File: config.mk
export PLATFORM = sky130hd
export DESIGN_NAME = sg_guard_unit
export DESIGN_NICKNAME = d
export VERILOG_FILES = /design/src/rtl/sg_pkg.sv /design/src/rtl/sg_seq_fsm.sv /design/src/rtl/sg_bit_store.sv /design/src/rtl/sg_read_engine.sv /design/src/rtl/sg_unlock_reg.sv /design/src/rtl/sg_guard_unit.sv
export SDC_FILE = /design/constraint.sdc
export NUM_CORES = 1
export LEC_CHECK = 0
export ABC_CLOCK_PERIOD_IN_PS = 5120
export BUFFER_PORTS_ARGS = -buffer_cell sky130_fd_sc_hd__buf_2
export CAP_MARGIN = 10
export CORE_MARGIN = 1
export CORE_UTILIZATION = 52
export CTS_BUF_LIST = sky130_fd_sc_hd__clkbuf_4 sky130_fd_sc_hd__clkbuf_8
export DETAILED_ROUTE_END_ITERATION = 16
export PLACE_DENSITY_LB_ADDON = 0.12
export SLEW_MARGIN = 5
export SYNTH_ARGS = -nofsm -noshare
export SYNTH_HDL_FRONTEND = slang
export SYNTH_SLANG_ARGS = --single-unit
File: constraint.sdc
create_clock -name clk -period 5.12 [get_ports clk]
set_input_delay 1.024 -clock clk [delete_from_list [all_inputs] [get_ports clk]]
set_output_delay 1.024 -clock clk [all_outputs]
set_load 0.02 [all_outputs]
File: src/rtl/sg_pkg.sv
package sg_pkg;
  localparam logic [7:0] OP_KEY_A     = 8'h55;
  localparam logic [7:0] OP_KEY_B     = 8'hAA;
  localparam logic [7:0] OP_ERASE_ARM = 8'h80;
  localparam logic [7:0] OP_PROG_ARM  = 8'hA0;
  localparam logic [7:0] OP_ERASE_GO  = 8'h2B;
  localparam logic [7:0] OP_PROG_GO   = 8'h23;
  localparam logic [7:0] OP_READBACK  = 8'h2F;
  localparam logic [7:0] OP_UNLOCK    = 8'h26;
  localparam logic [7:0] OP_LOCK      = 8'h24;

  localparam int ADDR_FRAME_BITS = 32;
  localparam int OP_ONLY_BITS    = 8;

  typedef enum logic [2:0] {
    SQ_IDLE, SQ_K1, SQ_K2, SQ_E3, SQ_P3, SQ_E4, SQ_P4
  } seq_t;
endpackage

File: src/rtl/sg_seq_fsm.sv
module sg_seq_fsm
  import sg_pkg::*;
#(
  parameter int NB_W = 16
) (
  input  logic            clk,
  input  logic            rst_n,
  input  logic            hdr_fire,
  input  logic [7:0]      op,
  input  logic [NB_W-1:0] nbits,
  output logic            erase_go,
  output logic            prog_go
);
  seq_t st, nxt;
  logic addr_ok, key_a, prog_len_ok;
  seq_t restart;

  assign addr_ok     = (nbits == NB_W'(ADDR_FRAME_BITS));
  assign key_a       = (op == OP_KEY_A) && addr_ok;
  assign restart     = key_a ? SQ_K1 : SQ_IDLE;
  assign prog_len_ok = (nbits >= NB_W'(ADDR_FRAME_BITS + 8)) && (nbits[2:0] == 3'b000);

  always_comb begin
    nxt      = st;
    erase_go = 1'b0;
    prog_go  = 1'b0;
    if (hdr_fire) begin
      unique case (st)
        SQ_IDLE: nxt = restart;
        SQ_K1:   nxt = (op == OP_KEY_B && addr_ok) ? SQ_K2 : restart;
        SQ_K2: begin
          if (op == OP_ERASE_ARM && addr_ok)     nxt = SQ_E3;
          else if (op == OP_PROG_ARM && addr_ok) nxt = SQ_P3;
          else                                   nxt = restart;
        end
        SQ_E3:   nxt = (op == OP_KEY_B && addr_ok) ? SQ_E4 : restart;
        SQ_P3:   nxt = key_a ? SQ_P4 : restart;
        SQ_E4: begin
          if (op == OP_ERASE_GO && nbits == NB_W'(OP_ONLY_BITS)) begin
            erase_go = 1'b1;
            nxt      = SQ_IDLE;
          end else begin
            nxt = restart;
          end
        end
        SQ_P4: begin
          if (op == OP_PROG_GO && prog_len_ok) begin
            prog_go = 1'b1;
            nxt     = SQ_IDLE;
          end else begin
            nxt = restart;
          end
        end
        default: nxt = SQ_IDLE;
      endcase
    end
  end

  always_ff @(posedge clk) begin
    if (!rst_n) st <= SQ_IDLE;
    else        st <= nxt;
  end
endmodule

File: src/rtl/sg_bit_store.sv
module sg_bit_store #(
  parameter int REG_BYTES = 9,
  parameter int PTR_W     = 4,
  localparam int BITS_N   = 8 * REG_BYTES
) (
  input  logic              clk,
  input  logic              rst_n,
  input  logic              erase_go,
  input  logic              wr_en,
  input  logic [PTR_W-1:0]  wr_ptr,
  input  logic [7:0]        wr_byte,
  input  logic [PTR_W-1:0]  rd_ptr,
  output logic [7:0]        rd_byte,
  output logic [BITS_N-1:0] bits
);
  always_ff @(posedge clk) begin
    if (!rst_n || erase_go) begin
      bits <= '1;
    end else if (wr_en) begin
      for (int i = 0; i < REG_BYTES; i++) begin
        if (wr_ptr == PTR_W'(i)) bits[8*i +: 8] <= bits[8*i +: 8] & wr_byte;
      end
    end
  end

  always_comb begin
    rd_byte = '0;
    for (int i = 0; i < REG_BYTES; i++) begin
      if (rd_ptr == PTR_W'(i)) rd_byte = bits[8*i +: 8];
    end
  end
endmodule

File: src/rtl/sg_read_engine.sv
module sg_read_engine #(
  parameter int REG_BYTES = 9,
  parameter int PTR_W     = 4,
  parameter int NB_W      = 16
) (
  input  logic             clk,
  input  logic             rst_n,
  input  logic             start,
  input  logic [PTR_W-1:0] start_ptr,
  input  logic [NB_W-1:0]  start_len,
  output logic [PTR_W-1:0] rd_ptr,
  input  logic [7:0]       rd_byte,
  output logic             busy,
  output logic             out_valid,
  input  logic             out_ready,
  output logic [7:0]       out_data
);
  localparam logic [PTR_W-1:0] LAST = PTR_W'(REG_BYTES - 1);
  logic [NB_W-1:0] remain;

  assign busy      = (remain != '0);
  assign out_valid = busy;
  assign out_data  = rd_byte;

  always_ff @(posedge clk) begin
    if (!rst_n) begin
      remain <= '0;
      rd_ptr <= '0;
    end else if (start && !busy) begin
      remain <= start_len;
      rd_ptr <= start_ptr;
    end else if (busy && out_ready) begin
      remain <= remain - 1'b1;
      rd_ptr <= (rd_ptr == LAST) ? '0 : rd_ptr + 1'b1;
    end
  end
endmodule

File: src/rtl/sg_unlock_reg.sv
module sg_unlock_reg
  import sg_pkg::*;
#(
  parameter int ADDR_W     = 24,
  parameter int NB_W       = 16,
  parameter int SECT_SHIFT = 12,
  parameter int SECT_W     = 6
) (
  input  logic              clk,
  input  logic              rst_n,
  input  logic              hdr_fire,
  input  logic [7:0]        op,
  input  logic [ADDR_W-1:0] addr,
  input  logic [NB_W-1:0]   nbits,
  input  logic              wel,
  output logic              active,
  output logic [SECT_W-1:0] sector
);
  logic try_open, do_lock;

  assign try_open = hdr_fire && (op == OP_UNLOCK) && (nbits == NB_W'(ADDR_FRAME_BITS))
                    && (addr[SECT_SHIFT-1:0] == '0) && wel && !active;
  assign do_lock  = hdr_fire && (op == OP_LOCK) && (nbits == NB_W'(OP_ONLY_BITS));

  always_ff @(posedge clk) begin
    if (!rst_n) begin
      active <= 1'b0;
      sector <= '0;
    end else if (do_lock) begin
      active <= 1'b0;
    end else if (try_open) begin
      active <= 1'b1;
      sector <= addr[SECT_SHIFT +: SECT_W];
    end
  end
endmodule

File: src/rtl/sg_guard_unit.sv
module sg_guard_unit
  import sg_pkg::*;
#(
  parameter int NUM_SECT   = 64,
  parameter int SECT_SHIFT = 12,
  parameter int ADDR_W     = 24,
  parameter int NB_W       = 16,
  localparam int SECT_W    = $clog2(NUM_SECT),
  localparam int REG_BYTES = NUM_SECT / 8 + 1,
  localparam int PTR_W     = $clog2(REG_BYTES),
  localparam int BITS_N    = 8 * REG_BYTES
) (
  input  logic              clk,
  input  logic              rst_n,
  input  logic              in_valid,
  output logic              in_ready,
  input  logic              in_hdr,
  input  logic [7:0]        in_op,
  input  logic [ADDR_W-1:0] in_addr,
  input  logic [NB_W-1:0]   in_nbits,
  input  logic [7:0]        in_data,
  input  logic              in_last,
  input  logic              wel,
  output logic              out_valid,
  input  logic              out_ready,
  output logic [7:0]        out_data,
  input  logic [ADDR_W-1:0] q_addr,
  input  logic              q_bp_prot,
  output logic              q_writable,
  output logic              chip_erase_ok,
  output logic              unlock_active,
  output logic [SECT_W-1:0] unlock_sector
);
  localparam logic [PTR_W-1:0] LAST = PTR_W'(REG_BYTES - 1);

  logic hdr_fire, data_fire, erase_go, prog_go, rd_busy, prog_active, wr_en;
  logic [PTR_W-1:0]  prog_ptr, rd_ptr;
  logic [7:0]        rd_byte;
  logic [NB_W-1:0]   rd_len;
  logic [BITS_N-1:0] store_bits;
  logic [SECT_W-1:0] q_sect;

  assign in_ready  = !rd_busy;
  assign hdr_fire  = in_valid && in_ready && in_hdr;
  assign data_fire = in_valid && in_ready && !in_hdr;
  assign wr_en     = data_fire && prog_active;
  assign rd_len    = (in_nbits >= NB_W'(ADDR_FRAME_BITS + 8))
                     ? ((in_nbits - NB_W'(ADDR_FRAME_BITS)) >> 3) : '0;

  sg_seq_fsm #(.NB_W(NB_W)) u_seq (
    .clk(clk), .rst_n(rst_n), .hdr_fire(hdr_fire), .op(in_op), .nbits(in_nbits),
    .erase_go(erase_go), .prog_go(prog_go)
  );

  always_ff @(posedge clk) begin
    if (!rst_n) begin
      prog_active <= 1'b0;
      prog_ptr    <= '0;
    end else if (hdr_fire) begin
      prog_active <= prog_go && !in_last;
      if (prog_go) prog_ptr <= in_addr[PTR_W-1:0];
    end else if (data_fire) begin
      if (prog_active) prog_ptr <= (prog_ptr == LAST) ? '0 : prog_ptr + 1'b1;
      if (in_last) prog_active <= 1'b0;
    end
  end

  sg_bit_store #(.REG_BYTES(REG_BYTES), .PTR_W(PTR_W)) u_store (
    .clk(clk), .rst_n(rst_n), .erase_go(erase_go), .wr_en(wr_en), .wr_ptr(prog_ptr),
    .wr_byte(in_data), .rd_ptr(rd_ptr), .rd_byte(rd_byte), .bits(store_bits)
  );

  sg_read_engine #(.REG_BYTES(REG_BYTES), .PTR_W(PTR_W), .NB_W(NB_W)) u_rd (
    .clk(clk), .rst_n(rst_n), .start(hdr_fire && in_op == OP_READBACK),
    .start_ptr(in_addr[PTR_W-1:0]), .start_len(rd_len), .rd_ptr(rd_ptr), .rd_byte(rd_byte),
    .busy(rd_busy), .out_valid(out_valid), .out_ready(out_ready), .out_data(out_data)
  );

  sg_unlock_reg #(.ADDR_W(ADDR_W), .NB_W(NB_W), .SECT_SHIFT(SECT_SHIFT), .SECT_W(SECT_W)) u_ul (
    .clk(clk), .rst_n(rst_n), .hdr_fire(hdr_fire), .op(in_op), .addr(in_addr),
    .nbits(in_nbits), .wel(wel), .active(unlock_active), .sector(unlock_sector)
  );

  assign q_sect        = q_addr[SECT_SHIFT +: SECT_W];
  assign chip_erase_ok = store_bits[8 * (REG_BYTES - 1)];
  assign q_writable    = store_bits[q_sect] &&
                         (!q_bp_prot || (unlock_active && unlock_sector == q_sect));
endmodule

==> results of run 1 <==
## path summary, 6_finish.rpt
path | from | end | slack [ns] | depth (start not counted)
worst max-delay path | u_rd.rd_ptr[0] | out_data[2] | 0.98 | 8
worst max register to register | u_rd.remain[0] | u_rd.remain[11] | 2.02 | 7
worst min-delay path | u_store.bits[65] | u_store.bits[65] | 0.47 | 2
worst min register to register | u_store.bits[65] | u_store.bits[65] | 0.47 | 2
## power by group through the flow
stage                     combinational, W  clock [W]  sequential, W
after floorplan                    0.00101          0       0.000985
after global placement             0.00134          0        0.00100
after detailed placement           0.00137          0        0.00101
after CTS                          0.00137   0.000601       0.000989
after global routing               0.00152   0.000636        0.00100
final                              0.00140   0.000592       0.000990
## critical path, stage by stage, from the launching register on
cell	delay [ns]
dfxtp_1	0.45
ha_1	0.80
buf_4	0.32
nor2b_1	0.06
a221oi_1	0.27
nor3_1	0.08
a211oi_1	0.37
o21ai_0	0.18
buf_2	0.19
## per-stage QoR
step	instance area (sq um)	hold WS, ns
after floorplan	6410	0.433
after global placement	6860	0.442
after detailed placement	6860	0.447
after CTS	7080	0.462
after global routing	7080	0.487
final	7080	0.466
## registers in the layout (all words and copies together), names as in the netlist
| register | count |
|---|---|
| prog_active | 1 |
| prog_ptr | 4 |
| u_rd.rd_ptr | 4 |
| u_rd.remain | 16 |
| u_seq.st | 3 |
| u_store.bits | 72 |
| u_ul.active | 1 |
| u_ul.sector | 6 |
## layout by cell type (no fill, tap or decap), drive strengths merged, types with 8 or more instances in the layout
master and instances:
buf 89, nor3 22, nand3b 8, mux2i 11, a21oi 27, a21o 65, a211oi 11, dfxtp 107
or4 8, o31ai 12, nor2 36, nand2 110, nor4 17, clkbuf 10, nand4 17, nor2b 23
a222oi 8, inv 21, xnor2 9, mux4 14, xor2 20, a221oi 8, ha 12, or3 9
o21ai 24, o211ai 19, o22ai 8, nand3 27
## metal layers
metal,vias up,global-route usage,routed length (um),share of wire
met2,288,0.458,8190,0.44
met4,0,0.0684,227,0.012
met3,25,0.0766,1700,0.091
li1,2913,-,-,-
met5,-,0,0,0
met1,2962,0.438,8540,0.46
## layout make-up
cell class | instances | share of cell area
Clock inverter | 6 | 0.0125
Sequential cell | 107 | 0.302
Tap cell | 147 | 0.0260
Timing Repair Buffer | 89 | 0.0653
Multi-Input combinational cell | 583 | 0.563
Inverter | 21 | 0.0111
Clock buffer | 10 | 0.0194
## cell families (layout without fill, tap and decap cells)
kind of cell / after synthesis / after routing / share of synthesized area
AOI/OAI and AO/OA: 204 / 204 / 0.227
xor gates and xnor gates: 29 / 29 / 0.0396
adders and majority gates: 12 / 12 / 0.0234
buffers and inverters: 69 / 126 / 0.0431
DFF: 107 / 107 / 0.334
muxes: 25 / 25 / 0.0664
and+or+nand+nor: 313 / 313 / 0.266
==> impl_metrics.yaml, run 1 <==
worst_hold_path:
  worstHoldPathType: "flop to flop"
logic_synthesis:
  synth-edff-count: 0
  syn_area_sq_um: 6410
  netlist_instances: 759
  synth_largest_area_cell: "dfxtp_1"
  netlist_top_cells_area: "dfxtp_1, a21o_1, nand2_1, mux4_2, xor2_1"
  ys_ff_latch: 107
  async_flop_share: 0
  synthDominantCellAreaShare: 0.334
  synth_seq_area_share: 0.334
  yosysUniqueCellTypes: 62
  synth_commonest_cells: "nand2_1, dfxtp_1, a21o_1"
  synth.most_common_cell: "nand2_1"
  synthFlopType: "dfxtp_1"
  synth_area_per_cell_sq_um: 8.44
  yosys_warnings: 0
  syn-num-nets: 859
worst_setup_path:
  endpoint_kind: "primary output"
  cp.arrival_ns: 3.12
  cp.required_ns: 4.10
  cp_max_fo: 23
  start_kind: "flop"
  path_class: "flop to primary output"
clock_tree:
  clkTransAtPathRegs_ns: 0.11
  cts_resized: 0
  tritoncts: "yes"
  cts_buffers: 9
  holdBufCountCts: 0
  clockBufferDepth: 2
  post_cts_buffers: 0
  h-tree-depth: 3
  clkLatencyLatePin_ns: 0.40
  cts-root-buf: "clkbuf_8"
  cts.sinks: 107
floorplan:
  fp-row-count: 40
  chipHeight_um: 113
  core_sq_um: 12000
  die_w_um: 113
  initial_core_util: 0.534
  die_area_sq_um: 12800
  ios: 107
sta:
  final.setup.worst_slack_ns: 0.979
  tightest_slew_ns: 1.13
  fmax_mhz: 241
  slew_viol_final: 0
  fin_crit_sh: 0.809
  finClkSkew_ns: 0.0118
  relSlewSlack: 0.239
  setup_viol: 0
  post-route-min-period_ns: 4.14
  setup_tns_ns: 0
  rsz0062_at_grt: "false"
  hold_viol_final: 0
outcome:
  violations: "DRC"
  status: "finished with violations"
route:
  wl_per_cell_um: 19.4
  drc: 2
  vias: 6188
  routed_via_density: 6.43
  drt_wl_total_mm: 18.7
  ant_nets: 0
  drtIter0Drc: 666
  drt_first_pass_iters: 12
global_route:
  grt_pass1_vias: 5707
  antenna_found_initial: 0
  grtUsageTotal: 0.304
  grt_max_degree: 65
  grt_pass1_wl_mm: 30.5
  grt.overflow.total: 0
layout:
  diodes: 0
  syn2layout_area_growth_pct: 10.5
  stdcell_count: 963
  multi_input_area_sq_um: 3990
  nets: 911
  seqCellArea_sq_um: 2140
  nFillCells: 1117
  final_core_util: 0.590
  final_layout_size_suffix_gt1_frac: 0.162
placement:
  post-place-ws_ns: 1.12
  dp_hpwl_mm: 13.4
  place_congestion: 0.928
  dp_cells: 947
  io_buffers: 82
run:
  drv_cap: 0
power_and_ir_drop:
  p_comb_frac: 0.470
  irDropWorstVdd_uv: 510
  total_power_w: 0.00298
  power_switching_w: 0.00130
  p_int_w: 0.00168
  p_leak_nw: 2.47
  swShare: 0.436
  pwr-share-seq: 0.332
  powerDensity_nw_per_um2: 421
  pwr-share-clk: 0.198
Power figures use the tool's default switching activity.
==> run 2, diff against run 1 <==
- ABC_CLOCK_PERIOD_IN_PS: 5120 -> 3700
- clock period: 5.12 -> 3.7 ns (I/O delays scaled with it)
==> run 2 against run 1 <==
- the flow now finishes without violations
- count of clock-buffer cells in the layout grew 2
- sequential power grew 38%
- largest power group unchanged
- critical path depth shrank 2
- cell count grew 0.83%
- via count grew 0.57%
==> impl_metrics.yaml, run 2 (synthesis gave the netlist of run 1 again) <==
sta:
  post-route-min-period_ns: 3.49
  setup_tns_ns: 0
  rsz0062_at_grt: "false"
  setup_viol: 0
  slew_viol_final: 0
  fmax_mhz: 287
  tightest_slew_ns: 0.926
  hold_viol_final: 0
  fin_crit_sh: 0.943
  finClkSkew_ns: 0.0111
  relSlewSlack: 0.382
placement:
  placed_cell_area_sq_um: 6930
  dp_hpwl_mm: 13.5
  place_congestion: 0.894
  io_buffers: 82
worst_setup_path:
  path_class: "flop to primary output"
  cp.arrival_ns: 2.75
  r2r-end: "u_rd.remain[9]"
  ff2ff_path_depth: 7
  cp.required_ns: 2.96
  reg2reg_setup_slack_ns: 0.64
  r2r-start: "u_rd.remain[0]"
  cp_max_fo: 18
  endpoint_kind: "primary output"
  start_kind: "flop"
route:
  routed_via_density: 6.41
  vias: 6223
  drt_wl_total_mm: 18.8
  drtIter0Drc: 759
  wl_per_cell_um: 19.4
  drc: 0
  drt_first_pass_iters: 6
  ant_nets: 0
worst_hold_path:
  min_to: "u_store.bits[65]"
  hold-path-cell-count: 2
  worstHoldPathType: "flop to flop"
  min_from: "u_store.bits[65]"
floorplan:
  die_w_um: 113
  die_area_sq_um: 12800
  initial_core_util: 0.534
  core_sq_um: 12000
  fp-row-count: 40
  chipHeight_um: 113
  ios: 107
layout:
  top_register: "u_store.bits"
  final_common_cell: "nand2_1"
  nets: 921
  diodes: 0
  largest_reg_flops: 72
  layout_common_cells: "nand2_1, dfxtp_1, buf_2"
  syn2layout_area_growth_pct: 11.2
  final_core_util: 0.593
  final_layout_size_suffix_gt1_frac: 0.171
  top_regs: "u_store.bits (72), u_rd.remain (16), u_ul.sector (6)"
  final_design_area_no_fill_sq_um: 7130
  nFillCells: 1146
power_and_ir_drop:
  total_power_w: 0.00401
  powerDensity_nw_per_um2: 563
  p_leak_nw: 2.51
  irDropWorstVdd_uv: 927
global_route:
  grt.overflow.total: 0
  grt_max_degree: 65
  grt_pass1_vias: 5737
  grt_pass1_wl_mm: 30.3
  antenna_found_initial: 0
  grtUsageTotal: 0.305
outcome:
  status: "completed"
clock_tree:
  clkLatencyLatePin_ns: 0.39
  h-tree-depth: 3
  clockBufferDepth: 2
  clkTransAtPathRegs_ns: 0.10
  cts-root-buf: "clkbuf_8"
  cts.sinks: 107
  holdBufCountCts: 0
  tritoncts: "yes"
  cts_buffers: 9
run:
  drv_cap: 0
-- run 2: changes by cell type in the layout (fill, tap and decap cells not counted), sizes merged --
cell	delta
buf	+10
clkbuf	+2
clkinv	-2
bufinv	-1
clkinvlp	-1
-- run 2: layout make-up --
type	instances	area (sq um)	share of cell area
clock inverters	2	37.5	0.00527
multi-input cells	583	3990	0.560
clock buffers	12	153	0.0214
repair buffers	99	538	0.0755
inverters	21	78.8	0.0111
flip-flops and latches	107	2140	0.301
well taps	147	184	0.0258
-- run 2: how the worst max path moves through the flow --
stage / from / end / cells after the start
6_report: u_rd.rd_ptr[0] / out_data[3] / 6
2_1_floorplan: q_addr[14] / q_writable / 7
3_3_place_gp: q_addr[14] / q_writable / 8
4_1_cts: u_rd.rd_ptr[0] / out_data[5] / 7
3_5_place_dp: q_addr[14] / q_writable / 7
5_1_grt: u_rd.rd_ptr[0] / out_data[3] / 6
-- run 2: repair_timing --
item,in CTS,in global routing
gates resized for setup,0,1
setup buffers,0,0
hold endpoints to repair,0,0
setup endpoints to repair,0,3
-- run 2: power breakdown --
part           internal [W]  total, W  leakage [nW]  switching [W]
Combinational      0.000714   0.00192          1.55        0.00120
Sequential          0.00124   0.00137         0.867       0.000133
Clock              0.000340  0.000728        0.0954       0.000388
-- run 2: routing by layer --
layer / track usage / share of wire / vias to the layer above / wire [um]
met5: 0 / 0 / - / 0
met4: 0.0991 / 0.025 / 0 / 461
met3: 0.0766 / 0.085 / 37 / 1600
met2: 0.466 / 0.44 / 312 / 8260
met1: 0.421 / 0.45 / 2954 / 8490
li1: - / - / 2920 / -
-- run 2: through the flow --
step	hold WS, ns	setup slack [ns]	std cells
detailed placement	0.451	0.355	957
CTS	0.470	0.180	971
global route	0.491	0.0730	971
floorplan	0.433	0.339	759
finish	0.469	0.210	971
global placement	0.444	0.386	957
-- run 2: critical path: stages, from the launching register on --
cell	delay, ns
dfxtp_1	0.43
inv_1	0.09
ha_1	0.42
a21oi_1	0.75
o211ai_1	0.18
o21ai_0	0.28
buf_2	0.22
==> run 3, diff against run 2 <==
--- a/config.mk
+++ b/config.mk
@@ -6,5 +6,4 @@
 export NUM_CORES = 1
 export LEC_CHECK = 0
-export ABC_CLOCK_PERIOD_IN_PS = 3700
 export BUFFER_PORTS_ARGS = -buffer_cell sky130_fd_sc_hd__buf_2
 export CAP_MARGIN = 10
==> constraint.sdc (replaced) <==
create_clock -name clk -period 3.7 [get_ports clk]
set_input_delay 0.37 -clock clk [delete_from_list [all_inputs] [get_ports clk]]
set_output_delay 0.37 -clock clk [all_outputs]
set_load 0.02 [all_outputs]
==> run 3 against run 2 <==
- sequential power about the same
- via count decreased by 0.42%
- worst hold slack got worse by 0.23 ns
- critical path type unchanged
- critical endpoint is now out_data[1]
- largest cell class unchanged
- largest power group unchanged
- highest routed layer unchanged
==> impl_metrics.yaml, run 3 (synthesis gave the netlist of run 1 again) <==
global_route:
  grt_pass1_wl_mm: 30.8
  grtUsageTotal: 0.305
  grt.overflow.total: 0
  grt_max_degree: 65
  antenna_found_initial: 0
  grt_pass1_vias: 5957
route:
  wl_per_cell_um: 19.4
  routed_via_density: 6.40
  drt_first_pass_iters: 5
  drtIter0Drc: 665
  drt_wl_total_mm: 18.8
  drc: 0
  ant_nets: 0
  vias: 6197
worst_setup_path:
  endpoint_kind: "primary output"
  slowest_stage: "ha_1"
  cp_max_fo: 21
  start_kind: "flop"
  path_class: "flop to primary output"
  cp.arrival_ns: 2.94
  path_cells: "inv_1 -> ha_1 -> buf_4 -> nor2b_1 -> a221oi_1 -> nor3_1 -> a211oi_1 -> o21ai_0 -> buf_2"
  cp.required_ns: 3.33
  cp_slowest_stage_delay_ns: 0.68
layout:
  multi_input_area_sq_um: 3990
  largest_reg_flops: 72
  top_register: "u_store.bits"
  seqCellArea_sq_um: 2140
  syn2layout_area_growth_pct: 10.5
  layout_common_cells: "nand2_1, dfxtp_1, buf_2"
  final_layout_size_suffix_gt1_frac: 0.168
  nFillCells: 1102
  top_regs: "u_store.bits (72), u_rd.remain (16), u_ul.sector (6)"
  nets: 917
  diodes: 0
  final_common_cell: "nand2_1"
power_and_ir_drop:
  total_power_w: 0.00399
  powerDensity_nw_per_um2: 563
  irDropWorstVdd_uv: 764
  p_leak_nw: 2.49
clock_tree:
  cts-root-buf: "clkbuf_8"
  holdBufCountCts: 0
  tritoncts: "yes"
  clkTransAtPathRegs_ns: 0.09
  clkLatencyLatePin_ns: 0.38
  post_cts_buffers: 0
  cts.sinks: 107
  clockBufferDepth: 2
  h-tree-depth: 3
  cts_buffers: 9
  cts_resized: 0
sta:
  slew_viol_final: 0
  fmax_mhz: 303
  rsz0062_at_grt: "false"
  tightest_slew_ns: 0.967
  setup_tns_ns: 0
  hold_viol_final: 0
  post-route-min-period_ns: 3.31
  finClkSkew_ns: 0.0111
  fin_crit_sh: 0.893
  setup_viol: 0
  relSlewSlack: 0.355
floorplan:
  core_sq_um: 12000
  die_area_sq_um: 12800
  chipHeight_um: 113
  ios: 107
  fp-row-count: 40
  die_w_um: 113
  initial_core_util: 0.534
placement:
  io_buffers: 82
  place_congestion: 0.863
  dp_hpwl_mm: 13.5
worst_hold_path:
  worstHoldPathType: "primary input to flop"
run:
  drv_cap: 0
outcome:
  status: "completed"
## run 3: changes by cell type in the layout (fill, tap and decap cells not counted), sizes merged
cell	change
bufinv	-1
buf	-4
clkinv	+3
## run 3: layer usage
layer	GRT usage	part of all wire	vias up
met5	0	0	-
met4	0.0912	0.019	0
met3	0.0621	0.086	32
met2	0.476	0.44	302
met1	0.426	0.45	2941
li1	-	-	2922
## run 3: final cells by class
cell class,instances,share of cell area
inverters,21,0.0111
multi-input cells,583,0.563
clock buffers,12,0.0216
well taps,147,0.0260
clock inverters,4,0.00371
flip-flops and latches,107,0.302
repair buffers,95,0.0717
## run 3: path summary, 6_finish.rpt
kind / startpoint / end / slack [ns] / cells after the start
worst max-delay path: u_rd.rd_ptr[1] / out_data[1] / 0.39 / 9
worst min-delay path: in_addr[13] / u_ul.sector[1] / 0.24 / 3
worst max register to register: u_rd.remain[0] / u_rd.remain[9] / 0.62 / 7
worst min register to register: u_store.bits[65] / u_store.bits[65] / 0.46 / 2
## run 3: critical path, delay by kind of cell (launching register included)
family / cells / cell delay, ns
AOI/OAI and AO/OA: 3 / 0.76
adders and majority gates: 1 / 0.68
buffers and inverters: 3 / 0.62
DFF: 1 / 0.35
and+or+nand+nor: 2 / 0.14
## run 3: stage by stage
step	setup WS, ns	instance area, sq um	util	std cells	hold WS (ns)
2_1_floorplan	1.08	6410	-	759	0.433
3_3_place_gp	0.801	6900	0.575	953	0.444
3_5_place_dp	0.654	6900	0.575	953	0.448
4_1_cts	0.382	7080	0.590	969	0.214
5_1_grt	0.218	7080	0.590	969	0.228
6_report	0.395	7080	0.590	969	0.238
## run 3: report_power, final
| group | internal (W) | switching (W) |
|---|---|---|
| Combinational | 0.000711 | 0.00123 |
| Sequential | 0.00124 | 0.000133 |
| Clock | 0.000278 | 0.000396 |
